**config.mk**
```make
export PLATFORM = sky130hd
export DESIGN_NAME = xm_mode_switch
export DESIGN_NICKNAME = d
export VERILOG_FILES = /design/src/rtl/xm_pkg.sv /design/src/rtl/xm_ctrl.sv /design/src/rtl/xm_dpath.sv /design/src/rtl/xm_mode_switch.sv
export SDC_FILE = /design/constraint.sdc
export NUM_CORES = 1
export LEC_CHECK = 0
export ABC_AREA = 1
export ABC_CLOCK_PERIOD_IN_PS = 4300
export BUFFER_PORTS_ARGS = -buffer_cell sky130_fd_sc_hd__buf_2
export CAP_MARGIN = 30
export CORE_MARGIN = 1
export CORE_UTILIZATION = 50
export DETAILED_ROUTE_END_ITERATION = 10
export GPL_TIMING_DRIVEN = 0
export PLACE_DENSITY_LB_ADDON = 0.1
export SYNTH_ARGS = -nofsm -noshare
export SYNTH_HDL_FRONTEND = slang
export SYNTH_SLANG_ARGS = --single-unit
```
**constraint.sdc**
```tcl
create_clock -name clk -period 4.3 [get_ports clk]
set_input_delay 0.215 -clock clk [delete_from_list [all_inputs] [get_ports clk]]
set_output_delay 0.215 -clock clk [all_outputs]
set_load 0.05 [all_outputs]
```
**src/rtl/xm_pkg.sv**
```systemverilog
package xm_pkg;
  typedef enum logic [1:0] {
    BR_JUMP = 2'b00,
    BR_CALL = 2'b01,
    BR_RET  = 2'b10,
    BR_LINK = 2'b11
  } brKind_e;

  typedef struct packed {
    logic take;
    logic toShared;
    logic step;
    logic save;
    logic saveToReg;
  } xmStrobe_t;
endpackage

```
**src/rtl/xm_ctrl.sv**
```systemverilog
module xm_ctrl
  import xm_pkg::*;
#(
  parameter int ADDR_W   = 32,
  parameter int LOCAL_AW = 9
) (
  input  logic              brValid,
  input  logic [1:0]        brKind,
  input  logic [ADDR_W-1:0] brTarget,
  input  logic              stepEn,
  output xmStrobe_t         strb
);
  localparam int UPPER_W = ADDR_W - LOCAL_AW;

  logic [UPPER_W-1:0] upperBits;
  logic upperHit;
  brKind_e kind;

  assign upperBits = brTarget[ADDR_W-1:LOCAL_AW];
  assign upperHit  = |upperBits;
  assign kind      = brKind_e'(brKind);

  always_comb begin
    strb           = '0;
    strb.take      = brValid;
    strb.toShared  = upperHit;
    strb.step      = stepEn & ~brValid;
    strb.save      = brValid & ((kind == BR_CALL) | (kind == BR_LINK));
    strb.saveToReg = brValid & (kind == BR_LINK);
  end
endmodule

```
**src/rtl/xm_dpath.sv**
```systemverilog
module xm_dpath
  import xm_pkg::*;
#(
  parameter int ADDR_W   = 32,
  parameter int LOCAL_AW = 9
) (
  input  logic              clk,
  input  logic              rstN,
  input  xmStrobe_t         strb,
  input  logic [ADDR_W-1:0] brTarget,
  output logic              isShared,
  output logic [ADDR_W-1:0] curPc,
  output logic [ADDR_W-1:0] sharedPtr,
  output logic              saveValid,
  output logic              saveToReg,
  output logic [ADDR_W-1:0] saveValue
);
  localparam int UPPER_W = ADDR_W - LOCAL_AW;

  logic                modeShared;
  logic [LOCAL_AW-1:0] localPc;
  logic [ADDR_W-1:0]   widePtr;
  logic [LOCAL_AW-1:0] localInc;
  logic [ADDR_W-1:0]   wideInc;
  logic [ADDR_W-1:0]   retAddr;
  logic                saveValidQ;
  logic                saveToRegQ;
  logic [ADDR_W-1:0]   saveValueQ;

  assign localInc = localPc + 1'b1;
  assign wideInc  = widePtr + 1'b1;
  assign retAddr  = modeShared ? wideInc : {{UPPER_W{1'b0}}, localInc};

  always_ff @(posedge clk) begin
    if (!rstN) begin
      modeShared <= 1'b0;
      localPc    <= '0;
      widePtr    <= '0;
      saveValidQ <= 1'b0;
      saveToRegQ <= 1'b0;
      saveValueQ <= '0;
    end else begin
      if (strb.take) begin
        if (strb.toShared) begin
          modeShared <= 1'b1;
          widePtr    <= brTarget;
        end else begin
          modeShared <= 1'b0;
          localPc    <= brTarget[LOCAL_AW-1:0];
        end
      end else if (strb.step) begin
        if (modeShared) widePtr <= wideInc;
        else            localPc <= localInc;
      end
      saveValidQ <= strb.save;
      saveToRegQ <= strb.saveToReg;
      if (strb.save) saveValueQ <= retAddr;
    end
  end

  assign isShared  = modeShared;
  assign curPc     = modeShared ? widePtr : {{UPPER_W{1'b0}}, localPc};
  assign sharedPtr = widePtr;
  assign saveValid = saveValidQ;
  assign saveToReg = saveToRegQ;
  assign saveValue = saveValueQ;
endmodule

```
**src/rtl/xm_mode_switch.sv**
```systemverilog
module xm_mode_switch
  import xm_pkg::*;
#(
  parameter int ADDR_W   = 32,
  parameter int LOCAL_AW = 9
) (
  input  logic              clk,
  input  logic              rstN,
  input  logic              brValid,
  input  logic [1:0]        brKind,
  input  logic [ADDR_W-1:0] brTarget,
  input  logic              stepEn,
  output logic              isShared,
  output logic [ADDR_W-1:0] curPc,
  output logic [ADDR_W-1:0] sharedPtr,
  output logic              saveValid,
  output logic              saveToReg,
  output logic [ADDR_W-1:0] saveValue
);
  xmStrobe_t strb;

  xm_ctrl #(.ADDR_W(ADDR_W), .LOCAL_AW(LOCAL_AW)) u_ctrl (
    .brValid (brValid),
    .brKind  (brKind),
    .brTarget(brTarget),
    .stepEn  (stepEn),
    .strb    (strb)
  );

  xm_dpath #(.ADDR_W(ADDR_W), .LOCAL_AW(LOCAL_AW)) u_dpath (
    .clk      (clk),
    .rstN     (rstN),
    .strb     (strb),
    .brTarget (brTarget),
    .isShared (isShared),
    .curPc    (curPc),
    .sharedPtr(sharedPtr),
    .saveValid(saveValid),
    .saveToReg(saveToReg),
    .saveValue(saveValue)
  );
endmodule

```
# Yosys cells after proc, flatten, opt, wreduce, memory -nomap -nowiden
# Index checks and enable logic that the tools add are counted.
# totals
mem_count	0
mem_bits_rw	0
romBits	0
latch_bits	0
ff_bits	76
elab_cells	34
# op_classes
n_addsub	2
n_mux	11
n_eq_ne	5
shifts	0
n_div	0
n_bitwise	5
magnitude_cmp	0
reduce_logical	5
multipliers	0
# ops
operator	count
$mux W32	6
$mux W9	4
$add A32 B1 Y32 const B	1
$reduce_or A23 Y1	1
$add A9 B1 Y9 const B	1
$reduce_and A3 Y1	2
$ne A2 B2 Y1 const B	2
$reduce_bool A2 Y1	2
$and A1 B1 Y1	3
$eq A2 B1 Y1 const B	1
$eq A2 B2 Y1 const B	1
$ne A2 B1 Y1 const B	1
$mux W1	1
$not A1 Y1	1
$or A1 B1 Y1	1

# Longest topological paths before layout
# depth
depth_word	4
ltp_mapped	12

# Modules after synthesis
# Synthesis repeated with hierarchy kept, for this count alone.
# unflattened
hier_cells	716
hier_area_um2	4441.8
# by_module_without_submodules
module	area_per_inst_um2	seq_area_each_um2	cells_per_inst	n_inst
xm_dpath	4320.4	1521.5	686	1
xm_ctrl	121.4	0.0	30	1

# Least setup slack after synthesis
# Ideal clock, no wire load.
# synth_path
path_kind	flip-flop to flip-flop
start	register u_dpath.modeShared, in the netlist u_dpath.isShared
end	register u_dpath.saveValueQ[0], in the netlist u_dpath.saveValue[0]
path_stages_with_launch	4
slack_ns	1.988
setup_ns	0.186
t_required_ns	4.114
synth_period_minus_slack_ns	2.312
arrival_ns	2.126
cell_sequence	dfxtp_1 > inv_1 > o21ai_0 > a21oi_1
# synth_via
elab_chain_len	1
# synth_rtl
item	line_no	text
from (decl)	xm_dpath.sv:20	logic modeShared;
from (signal assigned)	xm_dpath.sv:36	modeShared <= 1'b0;
from (signal assigned)	xm_dpath.sv:45	modeShared <= 1'b1;
from (signal assigned)	xm_dpath.sv:48	modeShared <= 1'b0;
$mux W32	xm_dpath.sv:32	assign retAddr = modeShared ? wideInc : {{UPPER_W{1'b0}}, localInc};
to (signal assigned)	xm_dpath.sv:57	if (strb.save) saveValueQ <= retAddr;
to (decl)	xm_dpath.sv:28	logic [ADDR_W-1:0] saveValueQ;
# Every way passes these cells.
# A chain may end at the register's enable or synchronous reset.

# Worst setup path after layout
# layout_path
start	register u_dpath.modeShared, in the netlist u_dpath.isShared
end	output curPc[4]
# layout_via
elab_chain_len	1
# layout_rtl
item	line_no	text
$mux W32	xm_dpath.sv:62	assign curPc = modeShared ? widePtr : {{UPPER_W{1'b0}}, localPc};
to (decl)	xm_mode_switch.sv:14	output logic [ADDR_W-1:0] curPc,
# Every way passes these cells.

==> impl_metrics.py <==
metrics = {
    "outcome": {
        "status": "complete, no violations",
    },
    "clock_tree": {
        "postCtsHoldBufs": 0,
        "cts_buffer_depth": 2,
        "cts_made_buffers": 9,
        "clk_pin_slew_ns": 0.09,
        "cts.sink_count": 76,
        "h-tree-depth": 3,
        "clkLatencyLatePin_ns": 0.36,
        "post_cts_buffers": 0,
        "cts-root-buf": "clkbuf_8",
        "cts_tree": "built",
        "cts_resized": 0,
    },
    "setup_path": {
        "reg2reg_slack_ns": 2.12,
        "crit_path_start_kind": "flip-flop",
        "regToRegEndpoint": "u_dpath.saveValue[31]$_SDFFE_PN0P_",
        "reg2reg_depth": 6,
        "crit_required_ns": 4.09,
        "cp_max_fo": 10,
        "criticalPathCategory": "flip-flop to primary output",
        "worst_setup_path_end_kind": "primary output",
        "r2r_start": "u_dpath.isShared$_SDFFE_PN0P_",
        "worstPathArrival_ns": 2.22,
    },
    "cells_and_area": {
        "final_nets": 978,
        "area_growth_pct": 21.0,
        "n_antenna_cell": 0,
        "final_cell_mix": "292 x nand2_1, 141 x buf_2, 90 x inv_1",
        "layout_commonest_cell": "nand2_1",
        "postLayoutCoreUtil": 0.637,
        "final_layout_size_suffix_gt1_frac": 0.199,
    },
    "synth": {
        "synthCells": 793,
        "synthTopCellsByArea": "dfxtp_1 32%, nand2_1 23%, inv_1 7.2%",
        "synth_top_area_frac": 0.325,
        "syn_avg_cell_area_um2": 5.90,
        "yosysTopAreaCell": "dfxtp_1",
        "yosysSeqAreaShare": 0.325,
        "synth_area_mm2": 0.00468,
        "synth-seq-cells": 76,
        "syn_nets": 833,
        "yosysWarnings": 0,
        "synth.distinct_cells": 34,
    },
    "grt": {
        "grt_use_total": 0.358,
        "grt_pass1_vias": 5320,
        "grt_start_max_net_pins": 14,
        "overflow": 0,
        "grt_first_pass_wirelength_mm": 26.7,
        "antenna_found_initial": 0,
    },
    "sta": {
        "fin_setup_tns_ns": 0,
        "hold_violations": 0,
        "setup_viol": 0,
        "slew_headroom": 0.484,
        "worst_pin_slew_ns": 0.774,
        "clock_skew_ns": 0.0133,
        "min_period_ns": 2.43,
        "max_freq_ghz": 0.411,
        "rsz0062_at_grt": "no",
        "slew_violations": 0,
        "fin_crit_sh": 0.566,
        "setup_slack_ns": 1.87,
    },
    "route": {
        "postRouteAntennaNets": 0,
        "drt_iter0_markers": 483,
        "viasPerCell": 5.44,
        "postRouteWirelength_mm": 17.3,
        "drc": 0,
        "firstDrtPassIters": 5,
        "num_vias": 5722,
        "wl_per_cell_um": 16.4,
    },
    "hold_path": {
        "min_to": "u_dpath.saveToReg$_SDFF_PN0_",
        "hold_class": "primary input to flip-flop",
        "holdPathStages": 2,
        "worstHoldStart": "brKind[1]",
    },
    "die": {
        "core_area_mm2": 0.00889,
        "initial_core_util": 0.527,
        "rows": 34,
        "fp.dieW_um": 98.8,
        "fp.dieArea_mm2": 0.00975,
        "dieHeight_um": 98.8,
        "io_pins": 137,
    },
    "pwr": {
        "leakage_nw": 2.93,
        "ir_drop_mv": 0.180,
        "p_per_area_mw_per_mm2": 324,
    },
    "place": {
        "gp_congestion": 0.984,
        "dpl.hpwl_mm": 13.0,
        "io_buffers": 134,
        "pre_cts_ws_ns": 2.23,
    },
    "run": {
        "drv_cap": 0,
    },
}
sequential cells by signal, indices dropped and copies added (netlist names):
name               count
u_dpath.isShared       1
u_dpath.saveValue     32
u_dpath.sharedPtr     32
u_dpath.saveToReg      1
u_dpath.saveValid      1
u_dpath.localPc        9
report_power, final:
group / total [mW] / switching [mW] / internal (mW)
Combinational: 0.511 / 0.384 / 0.127
Sequential: 0.800 / 0.0576 / 0.743
Clock: 0.526 / 0.299 / 0.227
metal layers:
layer | wire, um | part of all wire | track usage | vias to the layer above
met5 | 0 | 0 | 0 | -
met4 | 554 | 0.032 | 0.172 | 0
met2 | 8050 | 0.47 | 0.596 | 328
li1 | - | - | - | 2760
met3 | 1590 | 0.092 | 0.0475 | 46
met1 | 7080 | 0.41 | 0.457 | 2588
cells in the mapped netlist, drive strengths merged:
cell and number:
nand2 298, o21ai 38, or2 3, o21bai 5
inv 95, xor2 6, a21oi 57, buf 13
ha 2, o221ai 3, a31oi 1, nand3 65
nand3b 1, o211ai 2, nand4 3, xnor2 5
nor2 97, nor3b 1, clkbuf 19, nor3 2
clkinv 1, dfxtp 76
critical path, stage by stage, from the launching register on:
cell,delay [ns]
dfxtp_1,0.36
clkbuf_1,0.45
clkbuf_1,0.52
nand2_1,0.12
o21ai_0,0.11
buf_2,0.29
kinds of logic (layout without fill, tap and decap cells):
logic type,count (synthesis),in the layout,share of synthesized area
xor+xnor,11,11,0.0206
buf+inv,128,278,0.109
compound gates,106,106,0.120
flops,76,76,0.325
fa+ha+maj,2,2,0.00534
simple gates,470,470,0.420
worst max-delay path by stage:
stage                                        startpoint                                  to  slack, ns
after floorplan           u_dpath.isShared$_SDFFE_PN0P_   u_dpath.saveValue[0]$_SDFFE_PN0P_       1.99
after global placement    u_dpath.isShared$_SDFFE_PN0P_  u_dpath.saveValue[31]$_SDFFE_PN0P_       2.21
after detailed placement  u_dpath.isShared$_SDFFE_PN0P_  u_dpath.saveValue[31]$_SDFFE_PN0P_       2.23
after CTS                 u_dpath.isShared$_SDFFE_PN0P_                            curPc[4]       1.90
after global routing      u_dpath.isShared$_SDFFE_PN0P_                            curPc[3]       1.76
final                     u_dpath.isShared$_SDFFE_PN0P_                            curPc[4]       1.87
layout make-up:
cell class	instances	area, um^2
clock inverter	5	36.3
multi-input combinational	589	2650
inverter	96	363
fill	925	3230
tap	108	135
timing repair buffer	134	671
sequential	76	1520
buffer	32	148
clock buffer	11	141
per-stage QoR:
step / hold slack, ns / cells / area (um^2) / power [mW]
after CTS: 0.113 / 1051 / 5670 / 1.82
after detailed placement: 0.455 / 1035 / 5490 / 1.32
after global placement: 0.449 / 1035 / 5490 / 1.31
final: 0.117 / 1051 / 5670 / 1.84
after global routing: 0.123 / 1051 / 5670 / 1.90
after floorplan: 0.382 / 793 / 4680 / 1.17
(Power assumes the default switching activity.)
